<file path="config.mk">
export PLATFORM = sky130hd
export DESIGN_NAME = dbg_reg_engine
export DESIGN_NICKNAME = d
export VERILOG_FILES = /design/src/rtl/dbg_eng_pkg.sv /design/src/rtl/dbg_cmd_decode.sv /design/src/rtl/dbg_rsp_slot.sv /design/src/rtl/dbg_seq.sv /design/src/rtl/dbg_reg_engine.sv
export SDC_FILE = /design/constraint.sdc
export NUM_CORES = 1
export LEC_CHECK = 0
export BUFFER_PORTS_ARGS = -buffer_cell sky130_fd_sc_hd__buf_2
export CELL_PAD_IN_SITES_DETAIL_PLACEMENT = 0
export CELL_PAD_IN_SITES_GLOBAL_PLACEMENT = 2
export CORE_MARGIN = 10
export CORE_UTILIZATION = 33
export CTS_CLUSTER_SIZE = 8
export DETAILED_ROUTE_END_ITERATION = 8
export GPL_TIMING_DRIVEN = 0
export PLACE_DENSITY = 0.91
export SYNTH_ARGS = -nofsm -noshare
export SYNTH_HDL_FRONTEND = slang
export SYNTH_SLANG_ARGS = --single-unit
</file>
<file path="constraint.sdc">
create_clock -name clk -period 4.7 [get_ports clk]
set_clock_uncertainty 0.1 [all_clocks]
set_input_delay 0.94 -clock clk [delete_from_list [all_inputs] [get_ports clk]]
set_output_delay 0.94 -clock clk [all_outputs]
set_load 0.005 [all_outputs]
</file>
<file path="src/rtl/dbg_eng_pkg.sv">
package dbg_eng_pkg;

  localparam logic [3:0] GRP_REG  = 4'h2;
  localparam logic [3:0] SUB_RD   = 4'h1;
  localparam logic [3:0] SUB_WR   = 4'h0;
  localparam logic [3:0] MARK_REG = 4'h8;

  localparam logic [15:0] RSP_NOTRDY = 16'h0000;
  localparam logic [15:0] RSP_BERR   = 16'h0001;
  localparam logic [15:0] RSP_ILL    = 16'hFFFF;
  localparam logic [15:0] RSP_DONE   = 16'hFFFF;

  typedef enum logic [1:0] {
    CMD_RD,
    CMD_WR,
    CMD_ILL
  } cmd_kind_t;

  typedef enum logic [2:0] {
    ST_IDLE,
    ST_RD_MS,
    ST_RD_LS,
    ST_WR_HI,
    ST_WR_LO
  } eng_state_t;

endpackage

</file>
<file path="src/rtl/dbg_cmd_decode.sv">
module dbg_cmd_decode
  import dbg_eng_pkg::*;
#(
  parameter int WORD_W = 16,
  parameter int IDX_W  = 3,
  parameter int ADDR_W = IDX_W + 1
) (
  input  logic [WORD_W-1:0] word,
  output cmd_kind_t         kind,
  output logic [ADDR_W-1:0] reg_sel
);

  logic [3:0] grp, sub, mark;

  assign grp     = word[WORD_W-1 -: 4];
  assign sub     = word[WORD_W-5 -: 4];
  assign mark    = word[IDX_W+4 -: 4];
  assign reg_sel = word[ADDR_W-1:0];

  always_comb begin
    kind = CMD_ILL;
    if (grp == GRP_REG && mark == MARK_REG) begin
      if (sub == SUB_RD)      kind = CMD_RD;
      else if (sub == SUB_WR) kind = CMD_WR;
    end
  end

endmodule

</file>
<file path="src/rtl/dbg_rsp_slot.sv">
module dbg_rsp_slot #(
  parameter int WORD_W = 16
) (
  input  logic              clk,
  input  logic              rst,
  input  logic              load,
  input  logic              load_status,
  input  logic [WORD_W-1:0] load_data,
  input  logic              rsp_ready,
  output logic              rsp_valid,
  output logic              rsp_status,
  output logic [WORD_W-1:0] rsp_data
);

  always_ff @(posedge clk) begin
    if (rst) begin
      rsp_valid  <= 1'b0;
      rsp_status <= 1'b0;
      rsp_data   <= '0;
    end else if (load) begin
      rsp_valid  <= 1'b1;
      rsp_status <= load_status;
      rsp_data   <= load_data;
    end else if (rsp_ready) begin
      rsp_valid  <= 1'b0;
    end
  end

endmodule

</file>
<file path="src/rtl/dbg_seq.sv">
module dbg_seq
  import dbg_eng_pkg::*;
#(
  parameter int WORD_W = 16,
  parameter int IDX_W  = 3,
  parameter int ADDR_W = IDX_W + 1,
  parameter int REG_W  = 2 * WORD_W
) (
  input  logic              clk,
  input  logic              rst,
  input  logic              accept,
  input  logic [WORD_W-1:0] word,
  input  cmd_kind_t         kind,
  input  logic [ADDR_W-1:0] reg_sel,
  input  logic              core_halted,
  input  logic [REG_W-1:0]  rf_rdata,
  output logic              load_status,
  output logic [WORD_W-1:0] load_data,
  output logic              rf_re,
  output logic              rf_we,
  output logic [ADDR_W-1:0] rf_waddr,
  output logic [REG_W-1:0]  rf_wdata
);

  eng_state_t        state, nxt;
  logic [ADDR_W-1:0] tgt;
  logic [WORD_W-1:0] hi_buf;
  logic [REG_W-1:0]  rd_buf;
  logic [REG_W-1:0]  wdata_q;
  logic              cap_q, we_q;

  always_comb begin
    nxt         = state;
    load_status = 1'b1;
    load_data   = RSP_NOTRDY;
    rf_re       = 1'b0;
    if (accept) begin
      unique case (state)
        ST_IDLE: begin
          unique case (kind)
            CMD_RD: begin
              if (core_halted) begin
                rf_re = 1'b1;
                nxt   = ST_RD_MS;
              end else begin
                load_data = RSP_BERR;
              end
            end
            CMD_WR: begin
              if (core_halted) nxt = ST_WR_HI;
              else             load_data = RSP_BERR;
            end
            default: load_data = RSP_ILL;
          endcase
        end
        ST_RD_MS: begin
          load_status = 1'b0;
          load_data   = rd_buf[REG_W-1:WORD_W];
          nxt         = ST_RD_LS;
        end
        ST_RD_LS: begin
          load_status = 1'b0;
          load_data   = rd_buf[WORD_W-1:0];
          nxt         = ST_IDLE;
        end
        ST_WR_HI: nxt = ST_WR_LO;
        ST_WR_LO: begin
          load_status = 1'b0;
          load_data   = RSP_DONE;
          nxt         = ST_IDLE;
        end
        default: nxt = ST_IDLE;
      endcase
    end
  end

  always_ff @(posedge clk) begin
    if (rst) begin
      state   <= ST_IDLE;
      cap_q   <= 1'b0;
      we_q    <= 1'b0;
      tgt     <= '0;
      hi_buf  <= '0;
      rd_buf  <= '0;
      wdata_q <= '0;
    end else begin
      state <= nxt;
      cap_q <= rf_re;
      we_q  <= accept && state == ST_WR_LO;
      if (cap_q) rd_buf <= rf_rdata;
      if (accept && state == ST_IDLE && kind != CMD_ILL) tgt <= reg_sel;
      if (accept && state == ST_WR_HI) hi_buf <= word;
      if (accept && state == ST_WR_LO) wdata_q <= {hi_buf, word};
    end
  end

  assign rf_we    = we_q;
  assign rf_waddr = tgt;
  assign rf_wdata = wdata_q;

endmodule

</file>
<file path="src/rtl/dbg_reg_engine.sv">
module dbg_reg_engine
  import dbg_eng_pkg::*;
#(
  parameter int WORD_W = 16,
  parameter int IDX_W  = 3,
  localparam int ADDR_W = IDX_W + 1,
  localparam int REG_W  = 2 * WORD_W
) (
  input  logic              clk,
  input  logic              rst,
  input  logic              core_halted,
  input  logic              cmd_valid,
  output logic              cmd_ready,
  input  logic [WORD_W-1:0] cmd_data,
  output logic              rsp_valid,
  input  logic              rsp_ready,
  output logic              rsp_status,
  output logic [WORD_W-1:0] rsp_data,
  output logic              rf_re,
  output logic [ADDR_W-1:0] rf_raddr,
  input  logic [REG_W-1:0]  rf_rdata,
  output logic              rf_we,
  output logic [ADDR_W-1:0] rf_waddr,
  output logic [REG_W-1:0]  rf_wdata
);

  cmd_kind_t         kind;
  logic [ADDR_W-1:0] reg_sel;
  logic              accept;
  logic              ld_status;
  logic [WORD_W-1:0] ld_data;

  assign cmd_ready = !rsp_valid;
  assign accept    = cmd_valid && cmd_ready;
  assign rf_raddr  = reg_sel;

  dbg_cmd_decode #(.WORD_W(WORD_W), .IDX_W(IDX_W), .ADDR_W(ADDR_W)) u_dec (
    .word    (cmd_data),
    .kind    (kind),
    .reg_sel (reg_sel)
  );

  dbg_seq #(.WORD_W(WORD_W), .IDX_W(IDX_W), .ADDR_W(ADDR_W), .REG_W(REG_W)) u_seq (
    .clk         (clk),
    .rst         (rst),
    .accept      (accept),
    .word        (cmd_data),
    .kind        (kind),
    .reg_sel     (reg_sel),
    .core_halted (core_halted),
    .rf_rdata    (rf_rdata),
    .load_status (ld_status),
    .load_data   (ld_data),
    .rf_re       (rf_re),
    .rf_we       (rf_we),
    .rf_waddr    (rf_waddr),
    .rf_wdata    (rf_wdata)
  );

  dbg_rsp_slot #(.WORD_W(WORD_W)) u_rsp (
    .clk         (clk),
    .rst         (rst),
    .load        (accept),
    .load_status (ld_status),
    .load_data   (ld_data),
    .rsp_ready   (rsp_ready),
    .rsp_valid   (rsp_valid),
    .rsp_status  (rsp_status),
    .rsp_data    (rsp_data)
  );

endmodule

</file>
# Word-level counts from Yosys, hierarchy flattened
# Cells that the tools add are included.
# totals
ram_bits,0
romBits,0
memories,0
latchBits,0
regBits,107
# op_classes
eq_ne,12
n_bitwise,0
add_sub_neg,0
shifts,0
order_cmp,0
n_reduce_logical,14
div_mod_pow,0
n_mux,17
mul,0
# op_table
op,n
$pmux 16 s4,1
$mux 16,1
$ne 3x3->1 const B,3
$pmux 3 s3,1
$mux 1,8
$eq 3x2->1 const B,2
$logic_and 1x1->1,6
$mux 2,3
$mux 3,2
$pmux 3 s2,1
$eq 4x1->1 const B,1
$eq 4x2->1 const B,1
$eq 4x4->1 const B,1
$logic_not 4->1,1
$reduce_and 4->1,1
$eq 3x1->1 const B,1
$eq 3x3->1 const B,1
$logic_not 3->1,1
$reduce_or 3->1,1
$eq 2x1->1 const B,1
$logic_not 2->1,1
$ne 2x2->1 const B,1
$reduce_bool 2->1,1
$reduce_or 2->1,1
$logic_not 1->1,1

# Logic depth before layout (Yosys ltp)
# depth
depth_word,8
depth_mapped,7

# Hierarchy
# From an unflattened synthesis, not the netlist that was laid out.
# unflattened
cells_unflattened,476
hier_area_um2,4424.2
# modules_own_cells
mod,area_per_inst_um2,n_inst,seq_area_each_um2,cells_per_inst
dbg_seq,3687.3,1,1781.7,405
dbg_rsp_slot,650.6,1,360.3,59
dbg_cmd_decode,76.3,1,0.0,10
dbg_reg_engine,10.0,1,0.0,2

# Worst setup path after synthesis
# Ideal clock, no wire load.
# synth_path
path_type,input to output
from,input cmd_data[9]
to,output rf_re
setup_slack_ns,1.639
stages,4
t_arrival_ns,2.021
path_cell_list,nor4b_4 -> nand3_2 -> nor4_4 -> and3_1
# synth_via
elab_chain_cells,8
elab_cells_between_ends,9
classes_between,1 x eq/ne; 6 x mux; 2 x reduce/logical
# synth_rtl
item,line,source
"start, declared",dbg_reg_engine.sv:14,"input logic [WORD_W-1:0] cmd_data,"
$logic_not 4->1,dbg_cmd_decode.sv:24,else if (sub == SUB_WR) kind = CMD_WR;
$mux 2,dbg_cmd_decode.sv:24,
$mux 2 *,dbg_cmd_decode.sv:23,if (sub == SUB_RD) kind = CMD_RD;
$mux 2 *,dbg_cmd_decode.sv:22,if (grp == GRP_REG && mark == MARK_REG) begin
$logic_not 2->1 *,dbg_seq.sv:40,unique case (kind)
$mux 1 *,dbg_seq.sv:40,
$mux 1 *,dbg_seq.sv:38,unique case (state)
$mux 1 *,dbg_seq.sv:37,if (accept) begin
"end, declared",dbg_reg_engine.sv:19,"output logic rf_re,"
# Every way passes the cells marked *; elsewhere a longest branch is shown, timed or not.

# Worst setup path after layout
# Ends and elaborated chain as after synthesis.

==> impl_metrics.py <==
metrics = {
    "sta": {
        "report.final.slew_viol_count": 0,
        "worst_hold_slack_ns": 0.354,
        "fmax_mhz": 288,
        "relSlewSlack_pct": 61.6,
        "worstMarginPinSlew_ns": 0.574,
        "rsz0062_at_grt": "no",
        "final.setup.tns_ns": 0,
        "post-route-min-period_ns": 3.48,
        "setup_violations": 0,
        "fin_crit_sh_pct": 74.0,
        "setup_ws_ns": 1.22,
        "hold_viol": 0,
    },
    "setup_path": {
        "r2r_setup_slack_ns": 2.73,
        "critPathMaxFanout": 7,
        "path_class": "primary input to output pin",
        "reg2reg_depth": 5,
        "path_cells": "buf_2, nor4b_4, nand3_2, nor4_4, and3_1, buf_2",
        "crit_required_ns": 3.66,
        "critPathArrivalTime_ns": 2.44,
        "crit_top_cell": "buf_2",
        "crit_path_start_kind": "primary input",
        "slowest_delay_ns": 0.55,
        "r2r_start": "u_rsp.rsp_valid$_SDFFE_PP0P_",
        "r2r_end": "u_rsp.rsp_data[6]$_SDFFE_PP0P_",
        "worstSetupEndpointType": "output pin",
        "cpMaxStageDelayCell": "nor4_4",
    },
    "global_routing": {
        "antenna_found_initial": 1,
        "grt_use_met3_pct": 5.98,
        "grt.busiest_layer": "met2",
        "grtUsageMet1_pct": 15.9,
        "grt_pass1_vias": 3838,
        "grt_pass1_wl_um": 20000,
        "grt_max_degree": 17,
        "grt_overflow_total": 0,
        "grt_util_all_layers_pct": 14.0,
        "use_met2_pct": 23.4,
    },
    "routing": {
        "vias_per_cell": 4.77,
        "antenna_left": 0,
        "finalWirelength_um": 12500,
        "vias": 3608,
        "firstDrtPassIters": 4,
        "post-route-drc-count": 0,
        "drtIter0Drc": 152,
        "wire_per_inst_um": 16.6,
    },
    "yosys": {
        "synthTopCellsByArea": "dfxtp_1, mux2i_1, nand2_1, nor2_1, a21oi_1",
        "ys_seq_area_share_pct": 50.8,
        "ys.flop_type": "dfxtp_1",
        "synth_fp_nets": 509,
        "yosysWarningCount": 0,
        "synth_seq_cells": 107,
        "synth_edf_count": 0,
        "synth_top_area_share_pct": 50.8,
        "ys_async_sr_fraction_pct": 0,
        "syn_inst": 456,
        "synth_cell_types": 33,
        "avgSynthCellArea_um2": 9.25,
        "synth_area_um2": 4220,
        "synth_top_cell_by_area": "dfxtp_1",
    },
    "hold_path": {
        "min_path_cells": 2,
        "hold_path_end": "u_seq.rf_wdata[14]$_SDFFE_PP0P_",
        "min_from": "u_seq.rf_wdata[14]$_SDFFE_PP0P_",
        "hp-class": "register to register",
    },
    "place": {
        "gp_congestion": 0.776,
        "hpwl_um": 9460,
        "post-place-ws_ns": 1.22,
        "portBuffers": 113,
    },
    "clocking": {
        "cts_buffers": 9,
        "clkTransAtPathRegs_ns": 0.07,
        "h-tree-depth": 3,
        "cts_sinks": 107,
        "cts_resized": 0,
        "cts_buffer_depth": 2,
        "cts_setup_buffers": 0,
        "ctsRootBufferMaster": "clkbuf_16",
        "clk_latency_ns": 0.35,
        "cts_tree": "built",
        "holdBufCountCts": 0,
    },
    "floorplan": {
        "die-area_um2": 17700,
        "die_h_um": 133,
        "io_pins": 114,
        "dieWidth_um": 133,
        "coreArea_um2": 12600,
        "row_count": 41,
        "initial_core_util_pct": 33.6,
    },
    "run": {
        "maxCapViolCount": 0,
    },
    "finish": {
        "fillerInstances": 1287,
        "final_util_pct": 42.5,
        "nNetsFinal": 633,
        "antenna_cells": 0,
        "syn2layout_area_growth_pct": 26.5,
        "drive_above_1_share_pct": 27.0,
    },
    "run_status": {
        "status": "completed",
    },
    "power": {
        "power_density_nw_per_um2": 352,
        "peakVddDrop_uv": 194,
        "static-leakage-power_nw": 2.10,
        "fin_total_pwr_mw": 1.88,
    },
}
==> cells in the mapped netlist, types with 2 or more instances <==
master / count
a21oi_1: 38
a221oi_1: 16
a22oi_1: 17
buf_1: 4
buf_2: 14
buf_4: 8
buf_6: 3
clkbuf_1: 12
dfxtp_1: 107
inv_1: 3
mux2i_1: 52
nand2_1: 89
nand2b_1: 2
nor2_1: 53
nor2b_1: 2
nor3_1: 3
nor4b_4: 2
o21a_1: 15
o21bai_1: 2
==> routing by layer <==
layer / up-vias / routed length, um
li1: 1802 / -
met1: 1701 / 5430
met2: 91 / 5970
met3: 12 / 1030
met4: 2 / 118
met5: - / 9
==> power breakdown <==
group          internal, mW  switching, mW  total (mW)
Sequential            0.918        0.00764       0.926
Combinational        0.0479         0.0642       0.112
Clock                 0.512          0.331       0.843
==> state kept, by name, summed over array words and instances, names as in the netlist <==
name	count
u_seq.rf_we	1
u_seq.cap_q	1
u_seq.hi_buf	16
u_rsp.rsp_data	16
u_rsp.rsp_valid	1
u_seq.rf_waddr	4
u_seq.rd_buf	32
u_rsp.rsp_status	1
u_seq.rf_wdata	32
u_seq.state	3
==> final cells by class <==
| type | count | area (um^2) | area share (%) |
|---|---|---|---|
| clock inverter | 3 | 68.8 | 1.29 |
| multi-input combinational | 304 | 1840 | 34.4 |
| inverter | 4 | 15.0 | 0.281 |
| sequential | 107 | 2140 | 40.1 |
| clock buffer | 13 | 270 | 5.06 |
| buffer | 41 | 224 | 4.19 |
| tap | 172 | 215 | 4.03 |
| timing repair buffer | 113 | 566 | 10.6 |
==> kinds of logic (layout without fill, tap and decap cells) <==
logic type	count (synthesis)	after routing	share of synthesized area (%)
simple gates	159	159	16.5
flops	107	107	50.8
compound gates	93	93	14.8
mux	52	52	12.3
buf+inv	45	174	5.66
==> cells in the final DEF (no fill, tap or decap), types with 2 or more instances in the layout <==
cell and n:
a21oi_1 38, a221oi_1 16, a22oi_1 17, buf_1 4
buf_2 127, buf_4 8, buf_6 3, bufinv_16 2
clkbuf_1 13, clkbuf_16 9, clkbuf_8 3, dfxtp_1 107
inv_1 3, mux2i_1 52, nand2_1 89, nand2b_1 2
nor2_1 53, nor2b_1 2, nor3_1 3, nor4b_4 2
o21a_1 15, o21bai_1 2
==> stage by stage <==
stage          cell area, um^2  std cells
2_1_floorplan             4220        456
3_3_place_gp              5000        741
3_5_place_dp              5000        741
4_1_cts                   5340        757
5_1_grt                   5340        757
6_report                  5340        757
==> critical path, delay by kind of cell <==
family | cells | cell delay, ns
buffers and inverters | 2 | 0.25
and+or+nand+nor | 4 | 1.25
==> worst max-delay path by stage <==
stage	from	endpoint	slack, ns	cells past startpoint
6_report	cmd_data[9]	rf_re	1.22	6
5_1_grt	cmd_data[9]	rf_re	1.16	6
2_1_floorplan	cmd_data[9]	rf_re	1.64	4
3_5_place_dp	cmd_data[9]	rf_re	1.22	6
4_1_cts	cmd_data[9]	rf_re	1.22	6
3_3_place_gp	cmd_data[4]	rf_re	1.21	6
(Power assumes the default switching activity.)
